### config.mk
export PLATFORM = sky130hd
export DESIGN_NAME = rti_gen
export DESIGN_NICKNAME = d
export VERILOG_FILES = /design/src/rtl/rti_pkg.sv /design/src/rtl/rti_divider.sv /design/src/rtl/rti_ctrl_reg.sv /design/src/rtl/rti_flag.sv /design/src/rtl/rti_gen.sv
export SDC_FILE = /design/constraint.sdc
export NUM_CORES = 1
export LEC_CHECK = 0
export BUFFER_PORTS_ARGS = -buffer_cell sky130_fd_sc_hd__buf_2
export CORE_MARGIN = 5
export CORE_UTILIZATION = 55
export DETAILED_ROUTE_END_ITERATION = 8
export HOLD_SLACK_MARGIN = 0.15
export PLACE_DENSITY = 0.77
export SLEW_MARGIN = 20
export SYNTH_ARGS = -nofsm -noshare
export SYNTH_HDL_FRONTEND = slang
export SYNTH_SLANG_ARGS = --single-unit
### constraint.sdc
create_clock -name clk -period 1.7 [get_ports clk]
set_input_delay 0.34 -clock clk [delete_from_list [all_inputs] [get_ports clk]]
set_output_delay 0.34 -clock clk [all_outputs]
set_load 0.01 [all_outputs]
### src/rtl/rti_pkg.sv
`timescale 1ns/1ps
package rti_pkg;

  // Register selector carried on wr_addr.
  typedef enum logic {
    REG_CTRL = 1'b0,
    REG_FLAG = 1'b1
  } rti_reg_e;

  // Number of divider bits that must wrap for a given rate code.
  function automatic int unsigned period_shift(int unsigned base, int unsigned code);
    return base + code;
  endfunction

  // Period in bus cycles for a rate code.
  function automatic longint unsigned period_cycles(int unsigned base, int unsigned code);
    return longint'(1) << period_shift(base, code);
  endfunction

endpackage

### src/rtl/rti_divider.sv
`timescale 1ns/1ps
module rti_divider #(
  parameter int unsigned DIV_W     = 16,
  parameter int unsigned RATE_BASE = 13,
  parameter int unsigned RATE_W    = 2
) (
  input  logic              clk,
  input  logic              rst_n,
  input  logic [RATE_W-1:0] rate,
  output logic              tick
);
  localparam int unsigned NUM_RATES = 1 << RATE_W;

  logic [DIV_W-1:0]     cnt;
  logic [NUM_RATES-1:0] wrap_vec;

  // Free-running count; never reloaded by a rate change.
  always_ff @(posedge clk or negedge rst_n) begin
    if (!rst_n) cnt <= '0;
    else        cnt <= cnt + 1'b1;
  end

  // One wrap detector per rate: all low bits at ones means the next edge wraps.
  for (genvar g = 0; g < NUM_RATES; g++) begin : g_rate
    localparam int unsigned SH = rti_pkg::period_shift(RATE_BASE, g);
    assign wrap_vec[g] = &cnt[SH-1:0];
  end

  assign tick = wrap_vec[rate];

  // a tick is always followed by the shortest-period bits at zero.
  a_r6_tick_at_wrap: assert property (@(posedge clk) disable iff (!rst_n)
    tick |=> (cnt[RATE_BASE-1:0] == '0));

  // no tick unless the shortest-period field is about to wrap.
  a_r2_tick_needs_base_wrap: assert property (@(posedge clk) disable iff (!rst_n)
    tick |-> (&cnt[RATE_BASE-1:0]));

endmodule

### src/rtl/rti_ctrl_reg.sv
`timescale 1ns/1ps
module rti_ctrl_reg #(
  parameter int unsigned DATA_W     = 8,
  parameter int unsigned RATE_W     = 2,
  parameter int unsigned PRESC_W    = 2,
  parameter int unsigned RATE_LSB   = 0,
  parameter int unsigned PRESC_LSB  = 2,
  parameter int unsigned WIN_CYCLES = 64
) (
  input  logic               clk,
  input  logic               rst_n,
  input  logic               special_mode,
  input  logic               wr_ctrl,
  input  logic [DATA_W-1:0]  wdata,
  output logic [RATE_W-1:0]  rate,
  output logic [PRESC_W-1:0] presc
);
  localparam int unsigned      WIN_W   = $clog2(WIN_CYCLES + 1);
  localparam logic [WIN_W-1:0] WIN_END = WIN_W'(WIN_CYCLES);

  logic [WIN_W-1:0] win_cnt;
  logic             win_open;
  logic             locked;
  logic             presc_wr_ok;
  logic             presc_lock_evt;
  logic             wdata_unused;

  assign wdata_unused = ^wdata;

  // Saturating count of edges since reset; the window closes at WIN_CYCLES.
  assign win_open = (win_cnt != WIN_END);

  always_ff @(posedge clk or negedge rst_n) begin
    if (!rst_n)        win_cnt <= '0;
    else if (win_open) win_cnt <= win_cnt + 1'b1;
  end

  // Normal mode: one write inside the window; special mode: always.
  assign presc_lock_evt = wr_ctrl && !special_mode && win_open && !locked;
  assign presc_wr_ok    = wr_ctrl && (special_mode || (win_open && !locked));

  always_ff @(posedge clk or negedge rst_n) begin
    if (!rst_n) locked <= 1'b0;
    else        locked <= locked | presc_lock_evt;
  end

  always_ff @(posedge clk or negedge rst_n) begin
    if (!rst_n)       presc <= '0;
    else if (presc_wr_ok) presc <= wdata[PRESC_LSB +: PRESC_W];
  end

  always_ff @(posedge clk or negedge rst_n) begin
    if (!rst_n)       rate <= '0;
    else if (wr_ctrl) rate <= wdata[RATE_LSB +: RATE_W];
  end

  // in normal mode a locked or expired field never moves.
  a_r8_presc_frozen: assert property (@(posedge clk) disable iff (!rst_n)
    (!special_mode && (locked || !win_open)) |=> $stable(presc));

  // the one-shot lock never releases before reset.
  a_r7_lock_sticky: assert property (@(posedge clk) disable iff (!rst_n)
    locked |=> locked);

  // a normal-mode write inside an unused window closes the one-shot.
  a_r7_write_locks: assert property (@(posedge clk) disable iff (!rst_n)
    (wr_ctrl && !special_mode && win_open) |=> locked);

  // special mode always loads the prescaler.
  a_r9_special_loads: assert property (@(posedge clk) disable iff (!rst_n)
    (wr_ctrl && special_mode) |=> (presc == $past(wdata[PRESC_LSB +: PRESC_W])));

  // the rate field loads on every control write.
  a_r10_rate_loads: assert property (@(posedge clk) disable iff (!rst_n)
    wr_ctrl |=> (rate == $past(wdata[RATE_LSB +: RATE_W])));

endmodule

### src/rtl/rti_flag.sv
`timescale 1ns/1ps
module rti_flag (
  input  logic clk,
  input  logic rst_n,
  input  logic tick,
  input  logic clr_req,
  output logic flag
);
  // Set has priority so a tick is never lost to a concurrent clear.
  always_ff @(posedge clk or negedge rst_n) begin
    if (!rst_n)       flag <= 1'b0;
    else if (tick)    flag <= 1'b1;
    else if (clr_req) flag <= 1'b0;
  end

  // a tick sets the flag even against a clear.
  a_r5_tick_beats_clear: assert property (@(posedge clk) disable iff (!rst_n)
    tick |=> flag);

  // a clear without a tick drops the flag.
  a_r4_clear_drops: assert property (@(posedge clk) disable iff (!rst_n)
    (clr_req && !tick) |=> !flag);

  // no tick and no clear, the flag holds.
  a_r4_flag_holds: assert property (@(posedge clk) disable iff (!rst_n)
    (!tick && !clr_req) |=> $stable(flag));

endmodule

### src/rtl/rti_gen.sv
`timescale 1ns/1ps
module rti_gen #(
  parameter int unsigned DATA_W     = 8,
  parameter int unsigned DIV_W      = 16,
  parameter int unsigned RATE_BASE  = 13,
  parameter int unsigned RATE_W     = 2,
  parameter int unsigned PRESC_W    = 2,
  parameter int unsigned WIN_CYCLES = 64
) (
  input  logic               clk,
  input  logic               rst_n,
  input  logic               special_mode,
  input  logic               wr_en,
  input  logic               wr_addr,
  input  logic [DATA_W-1:0]  wr_data,
  output logic [RATE_W-1:0]  rate_sel,
  output logic [PRESC_W-1:0] presc_sel,
  output logic               irq_flag
);
  import rti_pkg::*;

  localparam int unsigned RATE_LSB  = 0;
  localparam int unsigned PRESC_LSB = RATE_LSB + RATE_W;

  logic wr_ctrl;
  logic clr_req;
  logic tick;

  // Named decode events for the checks below.
  assign wr_ctrl = wr_en && (rti_reg_e'(wr_addr) == REG_CTRL);
  assign clr_req = wr_en && (rti_reg_e'(wr_addr) == REG_FLAG) && wr_data[0];

  rti_ctrl_reg #(
    .DATA_W    (DATA_W),
    .RATE_W    (RATE_W),
    .PRESC_W   (PRESC_W),
    .RATE_LSB  (RATE_LSB),
    .PRESC_LSB (PRESC_LSB),
    .WIN_CYCLES(WIN_CYCLES)
  ) u_ctrl (
    .clk         (clk),
    .rst_n       (rst_n),
    .special_mode(special_mode),
    .wr_ctrl     (wr_ctrl),
    .wdata       (wr_data),
    .rate        (rate_sel),
    .presc       (presc_sel)
  );

  rti_divider #(
    .DIV_W    (DIV_W),
    .RATE_BASE(RATE_BASE),
    .RATE_W   (RATE_W)
  ) u_div (
    .clk  (clk),
    .rst_n(rst_n),
    .rate (rate_sel),
    .tick (tick)
  );

  rti_flag u_flag (
    .clk    (clk),
    .rst_n  (rst_n),
    .tick   (tick),
    .clr_req(clr_req),
    .flag   (irq_flag)
  );

  // the flag only rises on a divider tick.
  a_r4_rise_only_on_tick: assert property (@(posedge clk) disable iff (!rst_n)
    (!irq_flag && !tick) |=> !irq_flag);

  // a flag-register write never disturbs the control fields.
  a_r10_flag_write_isolated: assert property (@(posedge clk) disable iff (!rst_n)
    (wr_en && (rti_reg_e'(wr_addr) == REG_FLAG)) |=> ($stable(rate_sel) && $stable(presc_sel)));

endmodule

## Yosys cells after proc, flatten, opt, wreduce, memory -nomap -nowiden

Cells that the tools add are included.

| word-level totals | value |
|---|---|
| bits in registers | 29 |
| input port bits | 13 |
| output and inout bits | 5 |
| word-level logic and storage cells | 32 |

| operators by class | value |
|---|---|
| add/sub/neg operators | 2 |
| order comparisons | 1 |
| equality and inequality tests | 1 |
| muxes and demuxes | 4 |
| bitwise logic cells | 2 |
| reductions and logical operators | 16 |

Operator list:

| kind | number |
|---|---|
| $add 16x1->16 const B | 1 |
| $reduce_and 16->1 | 1 |
| $reduce_and 15->1 | 1 |
| $reduce_and 14->1 | 1 |
| $reduce_and 13->1 | 1 |
| $logic_and 1x1->1 | 8 |
| $add 7x1->7 const B | 1 |
| $ne 7x7->1 const B | 1 |
| $lt 2x3->1 const B | 1 |
| $mux 1 | 3 |
| $bmux 1 s2 | 1 |
| $logic_not 1->1 | 2 |
| $reduce_bool 2->1 | 1 |
| $logic_or 1x1->1 | 1 |
| $not 1->1 | 1 |
| $or 1x1->1 | 1 |

## Logic depth before layout (Yosys ltp)

| logic depth | value |
|---|---|
| depth after elaboration | 6 |
| mapped depth | 5 |
| mapped depth without buffers | 5 |

## Hierarchy

A second synthesis with hierarchy kept.

| second synthesis, totals | value |
|---|---|
| cells, all modules | 110 |
| area total of the unflattened synthesis | 1351.3 sq um |

By module, submodules not included:

| module | instances | cells each | area an instance (sq um) | seq. area each (sq um) |
|---|---|---|---|---|
| rti_divider | 1 | 63 | 742.0 | 400.4 |
| rti_ctrl_reg | 1 | 42 | 556.8 | 300.3 |
| rti_flag | 1 | 3 | 36.3 | 25.0 |
| rti_gen | 1 | 2 | 16.3 | 0.0 |

## Worst setup path before layout

Ideal clock, no wire load.

| timing | value |
|---|---|
| path type | register to register |
| start | register u_ctrl.win_cnt[0] |
| end | register u_ctrl.presc[0] |
| setup time | 0.128 ns |
| arrival time | 1.329 ns |
| data required time | 1.572 ns |
| path slack | 0.244 ns |
| stages on the path, launching flop included | 6 |
| buffers on the path | 0 |
| clock period less this slack | 1.456 ns |
| cell sequence | dfrtp_1 inv_1 ha_1 nor4b_4 a221oi_2 mux2_1 |

| on the way | value |
|---|---|
| longest elaborated chain between the ends | 4 |

RTL lines:

| what | line | text |
|---|---|---|
| start, declared | rti_ctrl_reg.sv:21 | `logic [WIN_W-1:0] win_cnt;` |
| start signal, assigned | rti_ctrl_reg.sv:35 | `else if (win_open) win_cnt <= win_cnt + 1'b1;` |
| $ne 7x7->1 | rti_ctrl_reg.sv:31 | `assign win_open = (win_cnt != WIN_END);` |
| $logic_and 1x1->1 | rti_ctrl_reg.sv:40 | `assign presc_wr_ok = wr_ctrl && (special_mode \|\| (win_open && !locked));` |
| $logic_or 1x1->1 | rti_ctrl_reg.sv:40 |  |
| $logic_and 1x1->1 | rti_ctrl_reg.sv:40 |  |
| end signal, assigned | rti_ctrl_reg.sv:49 | `else if (presc_wr_ok) presc <= wdata[PRESC_LSB +: PRESC_W];` |
| end, declared | rti_ctrl_reg.sv:16 | `output logic [PRESC_W-1:0] presc` |

Every way passes these cells.
A chain may end at the register's enable or synchronous reset.

## Worst setup path after layout

| timing | value |
|---|---|
| start | register u_ctrl.win_cnt[0] |
| end | register u_ctrl.presc[1] |

The elaborated chain is that of the path after synthesis.

==> impl_metrics.tcl <==
set metrics [dict create \
    status "finished, final reports clean" \
    hp-class "in -> reg" \
    clock_power_share_pct 34.6 \
    postSynthCellCount 112 \
    synth_ff_type "dfrtp_1" \
    synth.cell_area_mm2 0.001345 \
    timing.final.crit_share_pct 94.01 \
    worst-r2r-cell-count 5 \
    routedWlPerCell_um 14.17 \
    leakage_nw 0.7204 \
    ys_warn_count 0 \
    numCtsBuffers 5 \
    synth_top_cell_area_share_pct 53.95 \
    diodes 0 \
    worstReg2RegEnd "u_ctrl.presc[1]" \
    dp_hpwl_mm 1.704 \
    setup_viol 0 \
    dp_slack_ns 0.1039 \
    crit_end "u_ctrl.presc[1]" \
    htree_levels 2 \
    grt_pass1_wl_mm 3.857 \
    drv_cap 0 \
    worst_slack_ns 0.1018 \
    core_area_mm2 0.002410 \
    ir_worst_vdd_mv 0.6177 \
    yosysSeqAreaShare_pct 53.95 \
    async_flop_share_pct 100.0 \
    skew_ns 0.006613 \
    crit_path_start_kind "register" \
    first_iter_violations 21 \
    die_area_mm2 0.003534 \
    start_util_pct 55.82 \
    final_hold_viol_count 0 \
    seq_power_share_pct 59.0 \
    syn_avg_cell_area_um2 12.01 \
    reg2reg_setup_slack_ns 0.10 \
    critPathKind "reg -> reg" \
    ys_ff_latch 29 \
    r2r_start "u_ctrl.win_cnt[0]" \
    clkLatencyLatePin_ns 0.32 \
    crit_start "u_ctrl.win_cnt[0]" \
    worst-path-max-fanout 3 \
    gp_congestion 0.8007 \
    arrival_ns 1.80 \
    drc_errors 0 \
    drive_above_1_share_pct 22.56 \
    worst_pin_slew_ns 0.6205 \
    yosys.area.top_type "dfrtp_1" \
    viasPerCell 5.405 \
    first_global_vias 875 \
    syn_to_final_growth_pct 12.65 \
    top_level_ports 18 \
    max_freq_mhz 625.7 \
    numClockSinks 29 \
    worstSetupEndpointType "register" \
    first_pass_iters 4 \
    grt_overflow 0 \
    switchingPower_mw 0.2793 \
    slew_viol_final 0 \
    intPower_mw 0.9331 \
    via_count 881 \
    clk_pin_slew_ns 0.08 \
    crit_required_ns 1.91 \
    ant_nets 0 \
    slew_headroom_pct 58.63 \
    synth_edf_count 0 \
    synthTopCellsByArea "dfrtp_1 54%, xnor2_1 8.5%, xor2_1 4.6%, nand3_1 3.3%, ha_1 2.8%" \
    port_buffers 13 \
    syn-num-nets 128 \
    p_comb_share_pct 6.4 \
    cts_buffer_depth 2 \
    final_util_pct 62.88 \
    track_usage_pct 15.28 \
    p_per_area_mw_per_mm2 800.2 \
    nets 149 \
    fin_crit_ns 1.598 \
    ctsResizeCount 0 \
    antenna_found_initial 0 \
    switching_share_pct 23.04 \
    synthDistinctLibCells 31 \
    cts_tree "yes" \
    placedCellCount 153 \
    dieWidth_um 59.45 \
    grt_max_degree 30 \
    rows 18 \
    drt-total-wl_mm 2.309 \
    final_cells 163 \
    die_y_um 59.45 \
    root_buffer "clkbuf_4" \
]
==> cell usage in the layout (no fill, tap or decap) <==
cell type,Yosys,routed
dlygate4sd3_1,0,1
nor4_1,3,3
nand2_2,1,1
clkbuf_4,0,5
nor2b_1,1,1
ha_1,3,3
mux2_1,2,2
xor2_1,7,7
nor3b_1,1,1
nand3_1,9,9
a31o_1,1,1
buf_4,1,2
nor3_1,1,1
a221oi_2,1,1
clkbuf_8,0,1
and3_1,2,2
nand4_1,5,5
mux2_4,1,1
and4_2,1,1
nor2_1,2,2
dfrtp_1,29,29
nand2_1,10,10
a21boi_0,1,1
o41ai_2,1,1
nor4b_4,1,1
and4_1,1,1
or2_1,1,1
inv_1,4,4
buf_2,0,13
clkbuf_1,0,1
nand4_2,2,2
nand2b_1,2,2
xnor2_1,13,13
and2_1,3,3
nand3b_2,1,1
==> how the worst min path moves through the flow <==
stage | from | to | depth (start not counted) | slack [ns]
2_1_floorplan | rst_n | u_ctrl.locked | 0 | 0.04
3_3_place_gp | rst_n | u_div.cnt[11] | 1 | 0.38
3_5_place_dp | rst_n | u_div.cnt[11] | 1 | 0.39
4_1_cts | wr_data[1] | u_ctrl.rate[1] | 3 | 0.21
5_1_grt | wr_data[1] | u_ctrl.rate[1] | 3 | 0.21
6_report | wr_data[1] | u_ctrl.rate[1] | 3 | 0.21
==> synthesized netlist by cell type, types with 2 or more instances <==
library cell  number
nand2_1           10
xor2_1             7
nand4_2            2
mux2_1             2
dfrtp_1           29
nand2b_1           2
xnor2_1           13
nor4_1             3
inv_1              4
and2_1             3
nor2_1             2
and3_1             2
ha_1               3
nand3_1            9
nand4_1            5
==> what timing repair did <==
action | in CTS | in global routing
endpoints found under the hold margin | 29 | 0
setup buffers | 0 | 2
hold buffers | 1 | 0
setup endpoints to repair | 0 | 2
==> layer usage <==
layer	GRT usage (%)	wire length [µm]	vias up
li1	-	-	435
met1	16.81	930	427
met2	25.27	1255	12
met3	4.139	65	7
met4	10.68	58	0
met5	0	0	-
==> layout make-up <==
cell class | instances | area [µm²]
sequential | 29 | 725.7
timing repair buffer | 16 | 90.09
fill | 197 | 894.6
inverter | 4 | 15.01
tap | 30 | 37.54
clock buffer | 7 | 55.05
multi-input combinational | 77 | 591.8
==> sequential cells by signal, summed over array words and instances (netlist names) <==
name and flops:
u_ctrl.locked 1, u_ctrl.presc 2, u_ctrl.rate 2, u_ctrl.win_cnt 7
u_div.cnt 16, u_flag.flag 1
==> power by group through the flow <==
stage	sequential (mW)	combinational [mW]	clock, mW
detailed placement	0.730	0.0780	0
floorplan	0.737	0.0246	0
finish	0.715	0.0775	0.420
global route	0.719	0.0881	0.472
CTS	0.716	0.0800	0.431
global placement	0.728	0.0752	0
==> critical path, stage by stage (launching register included) <==
cell and delay, ns:
dfrtp_1 0.38, inv_1 0.08, ha_1 0.21, nor4b_4 0.14
a221oi_2 0.31, mux2_1 0.35
==> cell families after synthesis <==
kind of cell | count (synthesis) | synth area share (%)
adder cells (fa/ha/maj) | 3 | 2.791
flip-flops | 29 | 53.95
XOR/XNOR | 20 | 13.02
AO/OA/AOI/OAI | 4 | 3.535
AND/OR/NAND/NOR | 47 | 21.86
buffers and inverters | 6 | 2.046
multiplexers | 3 | 2.790
==> stage by stage <==
step | TNS (ns) | cell area, µm² | hold WS [ns] | power [mW]
final | 0 | 1515 | 0.2150 | 1.212
after global routing | -0.007534 | 1515 | 0.2052 | 1.279
after CTS | 0 | 1500 | 0.2052 | 1.227
after detailed placement | 0 | 1435 | 0.3915 | 0.8079
after global placement | 0 | 1435 | 0.3838 | 0.8037
after floorplan | 0 | 1345 | 0.04441 | 0.7618
(Power assumes the default switching activity.)
